$ cat src/rtl/way_repl_pkg.sv
package way_repl_pkg;
  typedef enum logic [1:0] {OP_IDLE, OP_FILL, OP_INV, OP_HIT} set_op_e;
endpackage

$ cat src/rtl/way_lru_ages.sv
module way_lru_ages #(
  parameter int NUM_WAYS = 4,
  parameter int NUM_SETS = 64,
  localparam int WAY_W = $clog2(NUM_WAYS),
  localparam int SET_W = $clog2(NUM_SETS),
  localparam int AGE_W = WAY_W
) (
  input  logic                             clk_i,
  input  logic                             rst_ni,
  input  logic                             clear_i,
  input  logic                             touch_i,
  input  logic [SET_W-1:0]                 set_i,
  input  logic [WAY_W-1:0]                 way_i,
  output logic [NUM_WAYS-1:0][AGE_W-1:0]   ages_o
);
  logic [NUM_WAYS-1:0][AGE_W-1:0] age_q [NUM_SETS];
  logic [NUM_WAYS-1:0][AGE_W-1:0] row_nxt;
  logic [AGE_W-1:0]               old_age;

  assign ages_o  = age_q[set_i];
  assign old_age = ages_o[way_i];

  always_comb begin
    for (int w = 0; w < NUM_WAYS; w++) begin
      if (WAY_W'(w) == way_i)          row_nxt[w] = '0;
      else if (ages_o[w] < old_age)    row_nxt[w] = ages_o[w] + AGE_W'(1);
      else                             row_nxt[w] = ages_o[w];
    end
  end

  always_ff @(posedge clk_i or negedge rst_ni) begin
    if (!rst_ni) begin
      for (int s = 0; s < NUM_SETS; s++)
        for (int w = 0; w < NUM_WAYS; w++)
          age_q[s][w] <= AGE_W'(w);
    end else if (clear_i) begin
      for (int s = 0; s < NUM_SETS; s++)
        for (int w = 0; w < NUM_WAYS; w++)
          age_q[s][w] <= AGE_W'(w);
    end else if (touch_i) begin
      age_q[set_i] <= row_nxt;
    end
  end
endmodule

$ cat src/rtl/way_line_flags.sv
module way_line_flags #(
  parameter int NUM_WAYS = 4,
  parameter int NUM_SETS = 64,
  localparam int WAY_W = $clog2(NUM_WAYS),
  localparam int SET_W = $clog2(NUM_SETS)
) (
  input  logic                clk_i,
  input  logic                rst_ni,
  input  logic                clear_i,
  input  logic                demote_i,
  input  logic                fill_i,
  input  logic                fill_high_i,
  input  logic [WAY_W-1:0]    fill_way_i,
  input  logic                inv_i,
  input  logic [WAY_W-1:0]    inv_way_i,
  input  logic [SET_W-1:0]    set_i,
  output logic [NUM_WAYS-1:0] valid_o,
  output logic [NUM_WAYS-1:0] high_o
);
  logic [NUM_WAYS-1:0] valid_q [NUM_SETS];
  logic [NUM_WAYS-1:0] high_q  [NUM_SETS];

  assign valid_o = valid_q[set_i];
  assign high_o  = high_q[set_i];

  always_ff @(posedge clk_i or negedge rst_ni) begin
    if (!rst_ni) begin
      for (int s = 0; s < NUM_SETS; s++) begin
        valid_q[s] <= '0;
        high_q[s]  <= '0;
      end
    end else if (clear_i) begin
      for (int s = 0; s < NUM_SETS; s++) begin
        valid_q[s] <= '0;
        high_q[s]  <= '0;
      end
    end else begin
      if (demote_i)
        for (int s = 0; s < NUM_SETS; s++) high_q[s] <= '0;
      // fill importance is written after demotion so it survives
      if (fill_i) begin
        valid_q[set_i][fill_way_i] <= 1'b1;
        high_q[set_i][fill_way_i]  <= fill_high_i;
      end else if (inv_i) begin
        valid_q[set_i][inv_way_i]  <= 1'b0;
        high_q[set_i][inv_way_i]   <= 1'b0;
      end
    end
  end
endmodule

$ cat src/rtl/way_victim_pick.sv
module way_victim_pick #(
  parameter int NUM_WAYS = 4,
  localparam int WAY_W = $clog2(NUM_WAYS),
  localparam int AGE_W = WAY_W
) (
  input  logic [NUM_WAYS-1:0]            valid_i,
  input  logic [NUM_WAYS-1:0]            high_i,
  input  logic [NUM_WAYS-1:0][AGE_W-1:0] ages_i,
  input  logic [NUM_WAYS-1:0]            lock_i,
  input  logic                           fill_high_i,
  output logic [WAY_W-1:0]               way_o,
  output logic                           alloc_o
);
  logic [NUM_WAYS-1:0] empty_m, low_m, high_m;
  logic [WAY_W:0]      empty_sel, low_sel, high_sel;

  for (genvar g = 0; g < NUM_WAYS; g++) begin : g_mask
    assign empty_m[g] = !lock_i[g] && !valid_i[g];
    assign low_m[g]   = !lock_i[g] &&  valid_i[g] && !high_i[g];
    assign high_m[g]  = !lock_i[g] &&  valid_i[g] &&  high_i[g] && fill_high_i;
  end

  function automatic logic [WAY_W:0] lowest(input logic [NUM_WAYS-1:0] m);
    logic [WAY_W:0] r;
    r = '0;
    for (int i = NUM_WAYS - 1; i >= 0; i--)
      if (m[i]) r = {1'b1, WAY_W'(i)};
    return r;
  endfunction

  function automatic logic [WAY_W:0] oldest(input logic [NUM_WAYS-1:0] m,
                                            input logic [NUM_WAYS-1:0][AGE_W-1:0] a);
    logic             found;
    logic [AGE_W-1:0] best;
    logic [WAY_W-1:0] bw;
    found = 1'b0;
    best  = '0;
    bw    = '0;
    for (int i = 0; i < NUM_WAYS; i++) begin
      if (m[i] && (!found || a[i] > best)) begin
        found = 1'b1;
        best  = a[i];
        bw    = WAY_W'(i);
      end
    end
    return {found, bw};
  endfunction

  assign empty_sel = lowest(empty_m);
  assign low_sel   = oldest(low_m, ages_i);
  assign high_sel  = oldest(high_m, ages_i);

  always_comb begin
    if (empty_sel[WAY_W])     {alloc_o, way_o} = empty_sel;
    else if (low_sel[WAY_W])  {alloc_o, way_o} = low_sel;
    else if (high_sel[WAY_W]) {alloc_o, way_o} = high_sel;
    else                      {alloc_o, way_o} = '0;
  end
endmodule

$ cat src/rtl/way_victim_sel.sv
module way_victim_sel
  import way_repl_pkg::*;
#(
  parameter int NUM_WAYS = 4,
  parameter int NUM_SETS = 64,
  localparam int WAY_W = $clog2(NUM_WAYS),
  localparam int SET_W = $clog2(NUM_SETS),
  localparam int AGE_W = WAY_W
) (
  input  logic                clk_i,
  input  logic                rst_ni,
  input  logic [SET_W-1:0]    set_i,
  input  logic                fill_req_i,
  input  logic                fill_high_i,
  input  logic                hit_i,
  input  logic [WAY_W-1:0]    hit_way_i,
  input  logic                inv_i,
  input  logic [WAY_W-1:0]    inv_way_i,
  input  logic                flush_all_i,
  input  logic                prio_rst_i,
  input  logic [NUM_WAYS-1:0] lock_i,
  output logic [WAY_W-1:0]    victim_way_o,
  output logic                alloc_o
);
  set_op_e                        op;
  logic [NUM_WAYS-1:0]            set_valid, set_high;
  logic [NUM_WAYS-1:0][AGE_W-1:0] set_ages;
  logic                           fill_wr, touch_en;
  logic [WAY_W-1:0]               touch_way;

  always_comb begin
    if (fill_req_i)  op = OP_FILL;
    else if (inv_i)  op = OP_INV;
    else if (hit_i)  op = OP_HIT;
    else             op = OP_IDLE;
  end

  assign fill_wr   = (op == OP_FILL) && alloc_o;
  assign touch_en  = fill_wr || (op == OP_HIT);
  assign touch_way = (op == OP_FILL) ? victim_way_o : hit_way_i;

  way_lru_ages #(.NUM_WAYS(NUM_WAYS), .NUM_SETS(NUM_SETS)) u_ages (
    .clk_i   (clk_i),
    .rst_ni  (rst_ni),
    .clear_i (flush_all_i),
    .touch_i (touch_en),
    .set_i   (set_i),
    .way_i   (touch_way),
    .ages_o  (set_ages)
  );

  way_line_flags #(.NUM_WAYS(NUM_WAYS), .NUM_SETS(NUM_SETS)) u_flags (
    .clk_i       (clk_i),
    .rst_ni      (rst_ni),
    .clear_i     (flush_all_i),
    .demote_i    (prio_rst_i),
    .fill_i      (fill_wr),
    .fill_high_i (fill_high_i),
    .fill_way_i  (victim_way_o),
    .inv_i       (op == OP_INV),
    .inv_way_i   (inv_way_i),
    .set_i       (set_i),
    .valid_o     (set_valid),
    .high_o      (set_high)
  );

  way_victim_pick #(.NUM_WAYS(NUM_WAYS)) u_pick (
    .valid_i     (set_valid),
    .high_i      (set_high),
    .ages_i      (set_ages),
    .lock_i      (lock_i),
    .fill_high_i (fill_high_i),
    .way_o       (victim_way_o),
    .alloc_o     (alloc_o)
  );
endmodule

$ cat config.mk
export PLATFORM = sky130hd
export DESIGN_NAME = way_victim_sel
export DESIGN_NICKNAME = d
export VERILOG_FILES = /design/src/rtl/way_repl_pkg.sv /design/src/rtl/way_lru_ages.sv /design/src/rtl/way_line_flags.sv /design/src/rtl/way_victim_pick.sv /design/src/rtl/way_victim_sel.sv
export SDC_FILE = /design/constraint.sdc
export NUM_CORES = 2
export LEC_CHECK = 0
export BUFFER_PORTS_ARGS = -buffer_cell sky130_fd_sc_hd__buf_4
export CAP_MARGIN = 40
export CORE_MARGIN = 2
export CORE_UTILIZATION = 47
export DETAILED_ROUTE_END_ITERATION = 6
export GPL_TIMING_DRIVEN = 0
export PLACE_DENSITY = 0.71
export SLEW_MARGIN = 20
export SYNTH_ARGS = -nofsm -noshare
export SYNTH_HDL_FRONTEND = slang
export SYNTH_SLANG_ARGS = --single-unit
$ cat constraint.sdc
create_clock -name clk_i -period 6.01 [get_ports clk_i]
set_input_delay 0 -clock clk_i [delete_from_list [all_inputs] [get_ports clk_i]]
set_output_delay 0 -clock clk_i [all_outputs]
set_load 0.1 [all_outputs]
## After elaboration in Yosys (flattened, before gate mapping)

Index checks and enable logic that the tools add are counted.

| storage, ports and cells | value |
|---|---|
| latch bits | 0 |
| input port bits | 22 |
| word-level logic and storage cells | 549 |
| RAM bits | 0 |
| memories kept | 0 |
| output and inout port bits | 3 |
| register bits after elaboration | 1024 |
| ROM bits | 0 |

| operators by class | value |
|---|---|
| shifts and indexed selects | 0 |
| reduce and logical (&&, ||, !) cells | 58 |
| $lt $le $gt $ge | 17 |
| equality and inequality tests | 6 |
| add/subtract/negate cells | 4 |
| divide/modulo/power cells | 0 |
| muxes and demuxes | 75 |
| bitwise logic cells | 5 |
| multiply operators | 0 |

Operators by type and width:

| cell | number |
|---|---|
| two-way mux 256 bit | 8 |
| two-way mux 512 bit | 2 |
| AND 256 bit | 2 |
| bitwise mux 512 bit | 1 |
| bitwise mux 256 bit | 1 |
| NOT 256 bit | 1 |
| bitwise OR 256 bit | 1 |
| two-way mux 2 bit | 26 |
| binary-select mux 4 bit (select 6 bit) | 2 |
| binary-select mux 8 bit (select 6 bit) | 1 |
| demux 4 bit (select 6 bit) | 2 |
| demux 8 bit (select 6 bit) | 1 |
| logical AND 1 bit | 30 |
| two-way mux 4 bit | 6 |
| two-way mux 8 bit | 3 |
| logical NOT 1 bit | 18 |
| two-way mux 1 bit | 15 |
| greater-than comparator 2 bit | 6 |
| two-way mux 3 bit | 4 |
| less-than comparator 2 x 3 -> 1 bit (second input constant) | 3 |
| adder 2 x 1 -> 2 bit (second input constant) | 4 |
| less-than comparator 2 bit | 4 |
| >= comparator 7 bit (second input constant) | 1 |
| logical OR 1 bit | 7 |
| other kinds (12) | 16 |

## Depth between registers and ports, before layout

| logic depth | value |
|---|---|
| word-level depth | 32 |
| depth in mapped cells | 46 |
| mapped depth without buffers | 35 |

## Hierarchy

A second synthesis with hierarchy kept.

| second synthesis, totals | value |
|---|---|
| cell total of the unflattened synthesis | 5378 |
| area, all modules | 53142.2 um^2 |

Modules (own cells, without submodules):

| module | area each (um^2) | cells an instance | sequential area each (um^2) | instances |
|---|---|---|---|---|
| way_line_flags | 26716.9 | 2859 | 12812.3 | 1 |
| way_lru_ages | 25718.4 | 2428 | 13132.6 | 1 |
| way_victim_pick | 655.6 | 85 | 0.0 | 1 |
| way_victim_sel | 51.3 | 6 | 0.0 | 1 |

## Worst setup path before layout

Ideal clock, no wire load.

| timing | value |
|---|---|
| kind | input to register |
| start | in set_i[1] |
| end | reg u_flags.high_q[234] in the netlist's numbering |
| cell stages on the path | 37 |
| buffers on the path | 11 |
| slack | -1.142 ns |
| required time | 5.861 ns |
| library setup time | 0.149 ns |
| data arrival time | 7.003 ns |
| path through | buf_4 -> buf_6 -> buf_6 -> buf_6 -> buf_6 -> buf_4 -> buf_4 -> buf_2 -> mux4_2 -> a221oi_1 -> o211a_1 -> inv_1 -> ha_1 -> nor2b_1 -> o21ai_0 -> nor4bb_1 -> nand2b_1 -> nor2_1 -> a31oi_1 -> ha_1 -> a21oi_1 -> a21oi_1 -> nor2b_1 -> mux2_2 -> ha_1 -> a21oi_1 -> a21oi_1 -> inv_1 -> o31a_1 -> o22ai_1 -> o31a_1 -> or4_1 -> buf_2 -> clkbuf_1 -> buf_2 -> o211ai_1 -> o311ai_0 |

| on the way | value |
|---|---|
| cells in the longest elaborated chain, start to end | 32 |
| elaborated cells on any way between the ends | 111 |
| classes of those cells | order compare: 10; mux: 49; bitwise: 3; reduce/logical: 49 |

Ends and longest elaborated chain:

| item | line | RTL |
|---|---|---|
| start, declared | way_victim_sel.sv:12 | `input logic [SET_W-1:0] set_i,` |
| NOT 6 -> 7 bit (not written as such) (*) | -- |  |
| binary-select mux 4 bit (select 6 bit) | way_line_flags.sv:23 | `assign valid_o = valid_q[set_i];` |
| two-way mux 4 bit (not written as such) (2 in a row) | way_line_flags.sv:23 |  |
| logical AND 1 bit | way_victim_pick.sv:19, way_victim_pick.sv:20 |  |
| logical AND 1 bit (2 in a row) | way_victim_pick.sv:20 | `assign high_m[g] = !lock_i[g] && valid_i[g] && high_i[g] && fill_high_i;` |
| two-way mux 2 bit or two-way mux 1 bit (tied branches) | way_victim_pick.sv:40 | `if (m[i] && (!found \|\| a[i] > best)) begin` |
| greater-than comparator 2 bit or logical NOT 1 bit (tied branches) | way_victim_pick.sv:40 |  |
| logical OR 1 bit | way_victim_pick.sv:40 |  |
| (+14 left out) | -- |  |
| logical AND 1 bit (not written as such) | way_line_flags.sv:43 | `high_q[set_i][fill_way_i] <= fill_high_i;` |
| two-way mux 1 bit (not written as such) | way_line_flags.sv:43 |  |
| demux 1 bit (select 2 bit) | -- |  |
| two-way mux 4 bit (not written as such) | way_line_flags.sv:43 |  |
| demux 4 bit (select 6 bit) | way_line_flags.sv:43 |  |
| bitwise mux 256 bit | way_line_flags.sv:43 |  |
| two-way mux 256 bit (*) | way_line_flags.sv:41 | `if (fill_i) begin` |
| two-way mux 256 bit (*) | way_line_flags.sv:32 | `end else if (clear_i) begin` |
| end signal, assigned by index | way_line_flags.sv:43 |  |
| end, declared | way_line_flags.sv:21 | `logic [NUM_WAYS-1:0] high_q [NUM_SETS];` |

Mark *: on every way between the ends. The rest lies on a longest branch, timed or not. The select of a mux whose other input is x is not followed.
A chain may end at the register's enable or synchronous reset.

## Worst setup path after layout

| timing | value |
|---|---|
| start | in set_i[1] |
| end | reg u_flags.high_q[154] in the netlist's numbering |

The elaborated chain is that of the path after synthesis.

==> flow_summary.toml <==
[placed_design]
dp_cells = 7256
placed_area_um2 = 57100
place_hpwl_mm = 207
pre_cts_ws_ns = -5.24
routabilityCongestion = 1.07
io_buffers = 20

[final_layout]
final_cells = 7698
synthToLayoutAreaGrowth_pct = 27.1
drive_gt1_frac = 0.248
final_area_um2 = 67000
fillers = 9429
multiInputGateArea_um2 = 26500
register_area_um2 = 25900
nets = 6131

[route]
vias = 56733
first_pass_iters = 7
via_per_inst = 7.37
antenna_left = 0
wl_mm = 290
wire_per_inst_um = 37.6
drt_iter0_markers = 10435
drc = 9

[floorplan]
io_pins = 25
fp.dieH_um = 339
dieWidth_um = 339
fp-row-count = 122
design.core.area_um2 = 111000
dieArea_um2 = 115000
initial_core_util = 0.475

[pwr]
pwr-share-comb = 0.194
peakVddDrop_mv = 0.225
p_leak_nw = 26.1
switchingPower_w = 0.00548
seq_power_share = 0.396
clkPwrFrac = 0.410
power_density_nw_per_um2 = 263
p_int_w = 0.0122
p_sw_frac = 0.310

[timing]
clock_skew_ns = 0.0245
fin_ws_ns = -1.35
period_needed_ns = 7.36
tightestPinTransition_ns = 1.03
holdWs_ns = 0.0236
period_share = 1.23
final_max_slew_viol_count = 0
timing.fmax_ghz = 0.136
rsz0062_at_grt = "yes"
final.setup.tns_ns = -1176.56
slew_headroom = 0.308
setup_viol_count_final = 1026
hold_viol = 0

[grt]
grt_pass1_vias = 52619
gr-total-overflow = 0
grt_start_max_net_pins = 141
grt_pass1_wl_mm = 395
track_usage = 0.484
antenna_found_initial = 21

[worst_setup_path]
max_stage_delay_ns = 0.64
required_ns = 6.63
r2r_start = "u_flags.high_q[188]"
worstPathArrival_ns = 7.99
crit_path_start = "set_i[1]"
cp_max_fo = 10
end_kind = "register"
cpMaxStageDelayCell = "or4_4"
startpoint_type = "primary input"
timing_worst_setup_path_type = "primary input to register"

[logic_synthesis]
yosys_most_used_dff = "dfrtp_1"
synth.top_cell.area_share = 0.364
synth_common_cells = "nor2_1, dfrtp_1, nand2_1, a22oi_1, clkbuf_1"
synth_edf_count = 0
postSynthCellCount = 5664
synth.most_common_cell = "nor2_1"
ys_seq_area_frac = 0.492
synthArstFlopShare = 1.00
ys_warn_count = 0
avgSynthCellArea_um2 = 9.31
synth_top_area_cell = "dfrtp_1"
ys_ff_latch = 1024
synth_cell_type_count = 88
netlist_area_um2 = 52700
synth_fp_nets = 5698
synth.top_cells.by_area = "dfrtp_1, dfstp_2, nor2_1, a22oi_1, nand2_1"

[clocking]
clock_latency_ns = 0.77
cts_tree = "done"
cts_buffers = 113
ctsHtreeMaxLevel = 3
clk_pin_slew_ns = 0.06
clk_path_buf_depth = 3
clkSinkCount = 1024
clockRootBuffer = "clkbuf_16"

[flow_run]
drv_cap = 0

[outcome]
outcome = "complete, but fails checks"
violations = "design-rule violations, negative setup slack"

[min_path]
hold_path_class = "primary input to async pin"
layout make-up:
| class | count | area share |
|---|---|---|
| flip-flops and latches | 1024 | 0.387 |
| clock inverters | 33 | 0.00609 |
| diodes | 18 | 0.000672 |
| repair buffers | 332 | 0.0650 |
| plain buffers | 582 | 0.0648 |
| well taps | 1488 | 0.0278 |
| clock buffers | 177 | 0.0503 |
| inverters | 44 | 0.00250 |
| multi-input cells | 4000 | 0.396 |
timing repair:
item,4_1_cts,5_1_grt
resized for setup,705,357
endpoints found under the hold margin,148,0
pin swaps,198,166
cloned,25,17
setup endpoints to repair,1026,1026
setup buffers,94,43
hold buffers,3,0
layer usage:
metal,GRT usage,wire length [µm],part of all wire,up-vias
li1,-,-,-,22026
met4,0.385,31300,0.11,23
met2,0.655,113000,0.39,5334
met3,0.224,45800,0.16,1657
met1,0.588,99100,0.34,27693
met5,0.0158,417,0.0014,-
cell usage in the layout (no fill, tap or decap), types with 33 or more instances in the layout:
cell type / netlist / layout
a21oi_1: 315 / 184
a21oi_2: 0 / 122
a221oi_1: 50 / 43
a22oi_1: 382 / 323
a22oi_2: 0 / 59
buf_1: 90 / 74
buf_12: 0 / 70
buf_2: 102 / 33
buf_4: 17 / 129
buf_6: 8 / 146
buf_8: 0 / 49
clkbuf_1: 379 / 302
clkbuf_16: 0 / 160
clkbuf_8: 0 / 55
dfrtp_1: 768 / 768
dfstp_2: 256 / 256
inv_1: 40 / 37
mux2_2: 40 / 34
mux2i_1: 142 / 136
mux4_2: 43 / 43
nand2_1: 610 / 604
nand3_1: 280 / 277
nor2_1: 822 / 810
o211ai_1: 273 / 273
o21ai_0: 224 / 102
o21ai_1: 49 / 112
o21ai_2: 2 / 56
o22ai_1: 94 / 84
o311ai_0: 257 / 91
o311ai_1: 1 / 138
o31ai_2: 0 / 36
power groups by stage:
| stage | clock, W | sequential, W | combinational, W |
|---|---|---|---|
| 2_1_floorplan | 0 | 0.00710 | 0.00124 |
| 3_3_place_gp | 0 | 0.00711 | 0.00234 |
| 3_5_place_dp | 0 | 0.00711 | 0.00244 |
| 4_1_cts | 0.00717 | 0.00699 | 0.00293 |
| 5_1_grt | 0.00744 | 0.00699 | 0.00341 |
| 6_report | 0.00724 | 0.00699 | 0.00342 |
cell families after synthesis:
family,count (synthesis),share of synthesized area
compound gates,1887,0.250
fa+ha+maj,12,0.00285
buf+inv,640,0.0503
flops,1024,0.492
mux,228,0.0545
simple gates,1873,0.150
sequential cells by signal, summed over array words and instances, names as in the netlist:
register and count:
u_flags.valid_q 256, u_flags.high_q 256, u_ages.age_q 512
path summary, 6_finish.rpt:
check	endpoint	slack, ns	cells past startpoint
worst min register to register	u_ages.age_q[208]	0.48	2
worst max register to register	u_flags.high_q[154]	-1.26	29
min in group clk_i	u_ages.age_q[509]	0.13	6
worst max-delay path	u_flags.high_q[154]	-1.35	35
worst min-delay path	u_ages.age_q[412]	0.02	3
max in group asynchronous	u_flags.valid_q[69]	3.72	6
worst max-delay path: cells and delay by family:
family	cells	cell delay [ns]
fa+ha+maj	3	0.67
compound gates	13	2.55
mux	2	0.67
buf+inv	10	1.82
simple gates	7	2.16
metrics by stage:
stage	utilization	power, W
6_report	0.604	0.0177
4_1_cts	0.582	0.0171
2_1_floorplan	-	0.00834
5_1_grt	0.604	0.0178
3_5_place_dp	0.514	0.00955
3_3_place_gp	0.502	0.00945
Note: power is estimated with default switching activity, not from simulation.
